<file path="src/rtl/srng_pkg.sv">
package srng_pkg;

    // Per-cycle action of the source
    typedef enum logic [1:0] {
        OP_HOLD = 2'd0,
        OP_STEP = 2'd1,
        OP_SEED = 2'd2
    } srng_op_e;

    // Right-shifting Galois feedback masks for maximal-length sequences
    function automatic logic [31:0] galois_mask(input int unsigned width);
        logic [31:0] m;
        case (width)
            4:       m = 32'h0000_000C;
            8:       m = 32'h0000_00B8;
            12:      m = 32'h0000_0E08;
            16:      m = 32'h0000_B400;
            20:      m = 32'h0009_0000;
            24:      m = 32'h00E1_0000;
            28:      m = 32'h0900_0000;
            32:      m = 32'h8020_0003;
            default: m = 32'h0000_0000;
        endcase
        return m;
    endfunction

    // Fixed 4-bit substitution written as sum-of-products per output bit
    function automatic logic [3:0] sbox_nibble(input logic [3:0] n);
        logic i0, i1, i2, i3;
        logic [3:0] o;
        i0 = n[0];
        i1 = n[1];
        i2 = n[2];
        i3 = n[3];
        o[0] = (~i2 & i3) | (i0 & ~i1 & ~i3) | (i0 & i1 & i2);
        o[1] = (i0 & ~i1 & i2 & ~i3) | (i1 & ~i2) | (~i0 & ~i2 & ~i3)
             | (i0 & ~i2 & i3) | (~i0 & i1 & ~i3);
        o[2] = (~i0 & i1 & ~i2 & i3) | (~i1 & ~i3) | (i2 & ~i3)
             | (i0 & ~i1 & i2);
        o[3] = (i0 & ~i1 & ~i2) | (~i0 & i1 & ~i3) | (~i1 & i3)
             | (~i0 & ~i2 & i3);
        return o;
    endfunction

endpackage

</file>
<file path="src/rtl/srng_lfsr.sv">
module srng_lfsr
    import srng_pkg::*;
#(
    parameter int unsigned          WIDTH     = 8,
    parameter logic [WIDTH-1:0]     RESET_VAL = 1
) (
    input  logic             clk,
    input  logic             rst_n,
    input  logic             load,
    input  logic             step,
    input  logic [WIDTH-1:0] seed,
    output logic [WIDTH-1:0] lfsr_q,
    output logic [WIDTH-1:0] lfsr_next
);

    localparam logic [WIDTH-1:0] MASK = WIDTH'(galois_mask(WIDTH));

    logic [WIDTH-1:0] seed_safe;

    always_comb begin
        lfsr_next = {1'b0, lfsr_q[WIDTH-1:1]} ^ (lfsr_q[0] ? MASK : '0);
        seed_safe = (seed == '0) ? RESET_VAL : seed;
    end

    always_ff @(posedge clk or negedge rst_n) begin
        if (!rst_n) begin
            lfsr_q <= RESET_VAL;
        end else if (load) begin
            lfsr_q <= seed_safe;
        end else if (step) begin
            lfsr_q <= lfsr_next;
        end
    end

    // lock-up state never reached
    p_lfsr_nonzero_r9: assert property (@(posedge clk) disable iff (!rst_n)
        lfsr_q != '0);

    // a nonzero seed lands unchanged
    p_lfsr_seed_r2: assert property (@(posedge clk) disable iff (!rst_n)
        (load && seed != '0) |=> lfsr_q == $past(seed));

    // a zero seed is replaced
    p_lfsr_zero_seed_r3: assert property (@(posedge clk) disable iff (!rst_n)
        (load && seed == '0) |=> lfsr_q == RESET_VAL);

    // idle cycles leave the register alone
    p_lfsr_hold_r7: assert property (@(posedge clk) disable iff (!rst_n)
        (!load && !step) |=> $stable(lfsr_q));

endmodule

</file>
<file path="src/rtl/srng_mixer.sv">
module srng_mixer
    import srng_pkg::*;
#(
    parameter int unsigned WIDTH = 8
) (
    input  logic [WIDTH-1:0] state_q,
    input  logic [WIDTH-1:0] lfsr_next,
    output logic [WIDTH-1:0] state_next
);

    localparam int unsigned SLICES = WIDTH / 4;

    logic [WIDTH-1:0] whitened;
    logic [WIDTH-1:0] substituted;

    assign whitened = state_q ^ lfsr_next;

    for (genvar g = 0; g < SLICES; g++) begin : g_slice
        assign substituted[g*4 +: 4] = sbox_nibble(whitened[g*4 +: 4]);
    end

    // rotate left by one bit
    assign state_next = {substituted[WIDTH-2:0], substituted[WIDTH-1]};

endmodule

</file>
<file path="src/rtl/srng_compare.sv">
module srng_compare #(
    parameter int unsigned WIDTH   = 8,
    parameter int unsigned STREAMS = 4
) (
    input  logic [WIDTH-1:0]         word,
    input  logic [STREAMS*WIDTH-1:0] levels,
    output logic [STREAMS-1:0]       bits
);

    for (genvar k = 0; k < STREAMS; k++) begin : g_stream
        assign bits[k] = (word < levels[k*WIDTH +: WIDTH]);
    end

endmodule

</file>
<file path="src/rtl/sbox_stream_source.sv">
module sbox_stream_source
    import srng_pkg::*;
#(
    parameter int unsigned      WIDTH       = 8,
    parameter int unsigned      STREAMS     = 4,
    parameter logic [WIDTH-1:0] STATE_RESET = '0,
    parameter logic [WIDTH-1:0] LFSR_RESET  = 1
) (
    input  logic                     clk,
    input  logic                     rst_n,
    input  logic                     seed_load,
    input  logic [WIDTH-1:0]         seed_state,
    input  logic [WIDTH-1:0]         seed_lfsr,
    input  logic                     enable,
    input  logic [STREAMS*WIDTH-1:0] level_in,
    output logic [WIDTH-1:0]         rand_word,
    output logic [STREAMS-1:0]       stream_bits
);

    srng_op_e         op;
    logic             do_load;
    logic             do_step;
    logic [WIDTH-1:0] state_q;
    logic [WIDTH-1:0] state_next;
    logic [WIDTH-1:0] lfsr_q;
    logic [WIDTH-1:0] lfsr_next;

    // Operation decode: load wins over enable
    always_comb begin
        unique case ({seed_load, enable})
            2'b00:   op = OP_HOLD;
            2'b01:   op = OP_STEP;
            2'b10,
            2'b11:   op = OP_SEED;
            default: op = OP_HOLD;
        endcase
    end

    assign do_load = (op == OP_SEED);
    assign do_step = (op == OP_STEP);

    srng_lfsr #(
        .WIDTH     (WIDTH),
        .RESET_VAL (LFSR_RESET)
    ) u_lfsr (
        .clk       (clk),
        .rst_n     (rst_n),
        .load      (do_load),
        .step      (do_step),
        .seed      (seed_lfsr),
        .lfsr_q    (lfsr_q),
        .lfsr_next (lfsr_next)
    );

    srng_mixer #(
        .WIDTH (WIDTH)
    ) u_mixer (
        .state_q    (state_q),
        .lfsr_next  (lfsr_next),
        .state_next (state_next)
    );

    // Mixing-state register
    always_ff @(posedge clk or negedge rst_n) begin
        if (!rst_n) begin
            state_q <= STATE_RESET;
        end else begin
            unique case (op)
                OP_SEED: state_q <= seed_state;
                OP_STEP: state_q <= state_next;
                default: state_q <= state_q;
            endcase
        end
    end

    assign rand_word = state_q;

    srng_compare #(
        .WIDTH   (WIDTH),
        .STREAMS (STREAMS)
    ) u_compare (
        .word   (rand_word),
        .levels (level_in),
        .bits   (stream_bits)
    );

    // loaded state appears on the output
    p_seed_state_r2: assert property (@(posedge clk) disable iff (!rst_n)
        seed_load |=> rand_word == $past(seed_state));

    // idle cycles keep the word
    p_word_hold_r7: assert property (@(posedge clk) disable iff (!rst_n)
        (!seed_load && !enable) |=> $stable(rand_word));

    // a step consumes the shift register's next value
    p_step_advances_r5: assert property (@(posedge clk) disable iff (!rst_n)
        (enable && !seed_load) |=> lfsr_q == $past(lfsr_next));

endmodule

</file>
<file path="config.mk">
export PLATFORM = sky130hd
export DESIGN_NAME = sbox_stream_source
export DESIGN_NICKNAME = d
export VERILOG_FILES = /design/src/rtl/srng_pkg.sv /design/src/rtl/srng_lfsr.sv /design/src/rtl/srng_mixer.sv /design/src/rtl/srng_compare.sv /design/src/rtl/sbox_stream_source.sv
export SDC_FILE = /design/constraint.sdc
export NUM_CORES = 1
export LEC_CHECK = 0
export BUFFER_PORTS_ARGS = -buffer_cell sky130_fd_sc_hd__buf_4
export CAP_MARGIN = 5
export CORE_UTILIZATION = 40
export CTS_CLUSTER_SIZE = 40
export DETAILED_ROUTE_END_ITERATION = 10
export GPL_TIMING_DRIVEN = 0
export PLACE_DENSITY = 0.68
export SYNTH_ARGS = -nofsm -noshare
export SYNTH_HDL_FRONTEND = slang
export SYNTH_SLANG_ARGS = --single-unit
</file>
<file path="constraint.sdc">
create_clock -name clk -period 1.8 [get_ports clk]
set_input_delay 0.18 -clock clk [delete_from_list [all_inputs] [get_ports clk]]
set_output_delay 0.18 -clock clk [all_outputs]
set_load 0.005 [all_outputs]
</file>
* Yosys cells after proc, flatten, opt, wreduce, memory -nomap -nowiden
Index checks and enable logic that the tools add are counted.
** Storage, ports and cells
- Bits in registers :: 16
- Input port bits :: 52
- Output and inout port bits :: 12
- Logic and storage cells :: 97
** Cells by class
- $lt $le $gt $ge :: 4
- Equal/unequal tests :: 5
- Mux-type cells :: 6
- Bitwise operators :: 76
- Reduce and logical (&&, ||, !) cells :: 4
** Operators with widths (count)
- $and A1 B1 Y1 :: 42
- $lt A8 B8 Y1 :: 4
- $mux W8 :: 4
- $or A1 B1 Y1 :: 24
- $pmux W8 S2 :: 1
- $logic_not A8 Y1 :: 1
- $not A1 Y1 :: 8
- $xor A7 B8 Y8 :: 1
- $xor A8 B8 Y8 :: 1
- $eq A2 B2 Y1 const B :: 3
- $pmux W2 S3 :: 1
- $eq A2 B1 Y1 const B :: 2
- $logic_not A2 Y1 :: 1
- $reduce_bool A2 Y1 :: 1
- $reduce_or A2 Y1 :: 1

* Longest topological paths before layout
- Depth in word-level cells :: 12
- Depth in mapped cells :: 7
- Gate-level depth less buffers :: 6

* By module
From an unflattened synthesis, not the netlist that was laid out.
** Unflattened totals
- Cells, all modules :: 226
- Area total of the unflattened synthesis :: 1851.8 um^2
** By module, submodules not included
- srng_compare :: times used 1, cells an instance 101, area an instance 705.7 um^2, sequential area each 0.0 um^2
- srng_lfsr :: times used 1, cells an instance 45, area an instance 441.7 um^2, sequential area each 201.4 um^2
- sbox_stream_source :: times used 1, cells an instance 36, area an instance 379.1 um^2, sequential area each 200.2 um^2
- srng_mixer :: times used 1, cells an instance 44, area an instance 325.3 um^2, sequential area each 0.0 um^2

* Worst setup path after synthesis
No wires, ideal clock.
- Kind :: flip-flop to flip-flop
- Start :: register u_lfsr.lfsr_q[0]
- End :: register state_q[1], in the netlist rand_word[1]
- Library setup time :: 86 ps
- Data arrival time :: 1721 ps
- Required time :: 1714 ps
- Slack :: -6 ps
- Cell stages (with the launch flop) :: 7
- Buffers on the path :: 1
- Clock period less this slack :: 1806 ps
- Path through :: dfstp_2 -> buf_6 -> xor3_1 -> nor2b_1 -> a2111oi_2 -> o21ai_1 -> a32oi_1
** Between the ends
- Cells in the longest elaborated chain, start to end :: 8
- Elaborated cells on any way between the ends :: 9
- Classes of those cells :: mux: 2; bitwise: 7
** Ends and longest elaborated chain
- from (decl) :: RTL line srng_lfsr.sv:12 : output logic [WIDTH-1:0] lfsr_q,
- from (signal assigned) :: RTL line srng_lfsr.sv:29 : lfsr_q <= seed_safe;
- from (signal assigned) :: RTL line srng_lfsr.sv:31 : lfsr_q <= lfsr_next;
- $mux W8 * :: RTL line srng_lfsr.sv:21 : lfsr_next = {1'b0, lfsr_q[WIDTH-1:1]} ^ (lfsr_q[0] ? MASK : '0);
- $xor A7 B8 Y8 * :: RTL line srng_lfsr.sv:21
- $xor A8 B8 Y8 * :: RTL line srng_mixer.sv:16 : assign whitened = state_q ^ lfsr_next;
- $not A1 Y1 :: RTL line srng_pkg.sv:35 : o[0] = (~i2 & i3) | (i0 & ~i1 & ~i3) | (i0 & i1 & i2);
- $and A1 B1 Y1 :: RTL line srng_pkg.sv:35
- $or A1 B1 Y1 * (2 in series) :: RTL line srng_pkg.sv:35
- $pmux W8 S2 * :: RTL line sbox_stream_source.sv:68 : unique case (op)
- to (signal assigned) :: RTL line sbox_stream_source.sv:69 : OP_SEED: state_q <= seed_state;
- to (signal assigned) :: RTL line sbox_stream_source.sv:70 : OP_STEP: state_q <= state_next;
- to (signal assigned) :: RTL line sbox_stream_source.sv:71 : default: state_q <= state_q;
- to (decl) :: RTL line sbox_stream_source.sv:23 : logic [WIDTH-1:0] state_q;
Every way passes the cells marked *; elsewhere a longest branch is shown, timed or not.
A chain may end at the register's enable or synchronous reset.

* Worst setup path in the final report
- Start :: register state_q[5], in the netlist rand_word[5]
- End :: output stream_bits[2]
** Between the ends
- Cells in the longest elaborated chain, start to end :: 1
** Ends and longest elaborated chain
- $lt A8 B8 Y1 :: RTL line srng_compare.sv:11 : assign bits[k] = (word < levels[k*WIDTH +: WIDTH]);
- to (decl) :: RTL line sbox_stream_source.sv:17 : output logic [STREAMS-1:0] stream_bits
Every way passes these cells.

==> run metrics <==
Worst EP required 1.62 ns; relative slew slack 59.3%; drt pass-1 iters 7; Worst-Skew Late Latency 0.25 ns; Least-Margin Pin Slew 0.611 ns; max cap viols 0; clock slew at reported path FFs 0.07 ns; CP endpoint kind output pin; Lkg Pwr 1.39 nW; Post-Synthesis Cells 236; CP dominant cell by count buf_4; Syn-to-layout area delta 54.5%; gpl congestion ~0.8; WP data arrival 1.80 ns; dpl hpwl 3690 µm; Initial Util 42.3%; share of cells above drive strength 1 39.2%; type of the worst setup path flip-flop to output pin; commonest non-fill, non-tap cell in the layout buf_4; total clock sinks 16; clk root buf clkbuf_8; Hold Path Class input pin to flip-flop; R2R Setup Slk -0.08 ns; DRC Markers 18; crit-path cells buf_4 -> ha_4 -> a2111oi_4 -> nand2_1 -> o21ai_1 -> a31o_2 -> buf_4; synth warn 0; GRT overflow 0; vias per inst 5.32; violated checks design-rule violations, negative setup slack; largest net degree at the start of global routing 17; Max Freq 504 MHz; reg2reg start u_lfsr.lfsr_q[0]$_DFFE_PN1P_; final setup violation count 6; hold path startpoint seed_lfsr[6]; vias in the first global route 1960; Mean Syn Cell Area 7.97 µm²; core area roughly 4400 µm²; Synth top area share 19.9%; first-pass GRT wire length about 8600 µm; row count 24; final hold violations 0; ys async rst share 100%; die height around 71 µm; n_diodes 0; gr usage total 21.6%; die width 70.6 µm; Post-Route Utilization roughly two thirds; # IOs 64; CP startpoint kind flip-flop; Hold WS 0.142 ns; initial antenna violation count 0; syn nets 316; Pwr per Cell Area 818 nW/µm²; buffer levels on the longest clock path 2; area of placed instances between 2000 and 2500 µm²; Clock Skew 0.00285 ns; EDFF count, synth 0; library cells used by synthesis 43; post-route cell area 2910 µm²; Max stage delay on crit path 0.44 ns; CTS tree done; ys flop type dfrtp_1; post-synthesis sequential area ratio 21.3%; Vias 1958; Initial DRC Count 72; total placed cells including tap cells 351; I/O Buffers 63; setup ws final -0.184 ns; PnR Total Power 0.00238 W; Antenna Nets Post-Route 0; post-synth top area cell dfrtp_1; Wirelength per Cell 15.0 µm; Syn Std Cell Area between 1500 and 2000 µm²; peak supply drop 0.000428 V; Pins Over Slew Limit 0; part of the cycle the worst path needs 110%; RSZ-0062 raised after global routing yes; H-tree depth 1; Post-layout nets about 400; CP max FO 4; final cell count without fillers 368; Area contributors post-synth dfrtp_1 (20%), ha_1 (19%), inv_1 (7.0%); Post-Route WL 5530 µm; DIE AREA 4980 µm²; outcome complete, but fails checks; total CTS buffers 3; Critical Path Start rand_word[5]$_DFFE_PN0P_; Tmin final 1.98 ns; Critical-path top delay cell dfrtp_2; #FFs+latches synth 16; most frequent cells in the layout buf_4 (70), inv_1 (35), nand2_1 (20), ha_1 (18), o21ai_0 (17)
[power by group]
group / total, W / switching [W] / internal, W / leakage [nW]
clock: 0.000331 / 0.000136 / 0.000194 / 0.0288
combinational: 0.00151 / 0.000686 / 0.000821 / 1.17
sequential: 0.000543 / 0.000119 / 0.000423 / 0.182
[per-layer routing]
metal  vias to the layer above  track usage, %  share of wire (%)
li1                        983               -                  -
met1                       896            25.5                 42
met2                        71            41.3                 51
met3                         8            2.71                5.7
met4                         0            5.56                1.3
met5                         -               0                  0
[kinds of logic (layout without fill, tap and decap cells)]
| group | after synthesis | in the layout | share of synthesized area (%) |
|---|---|---|---|
| AO/OA/AOI/OAI | 67 | 67 | 23.0 |
| AND/OR/NAND/NOR | 57 | 57 | 14.5 |
| buffers and inverters | 45 | 125 | 9.51 |
| adder cells (fa/ha/maj) | 28 | 28 | 18.6 |
| XOR/XNOR | 18 | 18 | 10.4 |
| flip-flops | 16 | 16 | 21.3 |
| multiplexers | 5 | 5 | 2.66 |
[registers in the layout, indices dropped and copies added, names as in the netlist]
register	count
rand_word	8
u_lfsr.lfsr_q	8
[worst paths after layout]
kind                                                      to  cells after the start
worst max-delay path                          stream_bits[2]                      7
worst min-delay path            u_lfsr.lfsr_q[6]$_DFFE_PN0P_                      3
worst max register to register      rand_word[1]$_DFFE_PN0P_                      6
worst min register to register      rand_word[2]$_DFFE_PN0P_                      2
max in group asynchronous       u_lfsr.lfsr_q[0]$_DFFE_PN1P_                      2
min in group asynchronous       u_lfsr.lfsr_q[4]$_DFFE_PN0P_                      2
[critical path: cells and delay by family (launching register included)]
family | cells | cell delay [ns]
and+or+nand+nor | 1 | 0.08
AOI/OAI and AO/OA | 3 | 0.55
adders and majority gates | 1 | 0.23
buffers and inverters | 2 | 0.25
DFF | 1 | 0.44
[synthesized netlist by cell type (all sizes together), types with 3 or more instances]
| master | n |
|---|---|
| mux2i | 5 |
| nand2b | 5 |
| ha | 28 |
| a21oi | 15 |
| a221oi | 3 |
| xor2 | 7 |
| o21a | 4 |
| o21ai | 26 |
| nand3 | 3 |
| nand2 | 20 |
| dfrtp | 15 |
| a31o | 4 |
| nor2b | 5 |
| a2111oi | 5 |
| inv | 35 |
| clkbuf | 5 |
| xnor2 | 9 |
| nor2 | 14 |
| buf | 4 |
| nor3 | 3 |
[metrics by stage]
step | setup slack, ns | setup TNS, ns
floorplan | 0.00933 | 0
global placement | -0.218 | -0.999
detailed placement | -0.222 | -1.05
CTS | -0.150 | -0.463
global route | -0.253 | -1.42
finish | -0.184 | -0.739
[timing repair]
item,in CTS,in global routing
resized for setup,45,17
setup buffers,8,5
setup endpoints to repair,9,8
hold endpoints to repair,15,0
pin swaps,8,10
gates cloned,0,0
hold buffers,1,0
[cell type report]
| type | instances | area (µm²) |
|---|---|---|
| plain buffers | 8 | 48.8 |
| clock buffers | 4 | 55.1 |
| fillers | 367 | 1540 |
| inverters | 36 | 135 |
| multi-input cells | 175 | 1580 |
| flip-flops and latches | 16 | 412 |
| well taps | 52 | 65.1 |
| repair buffers | 77 | 612 |
Power figures use the tool's default switching activity.
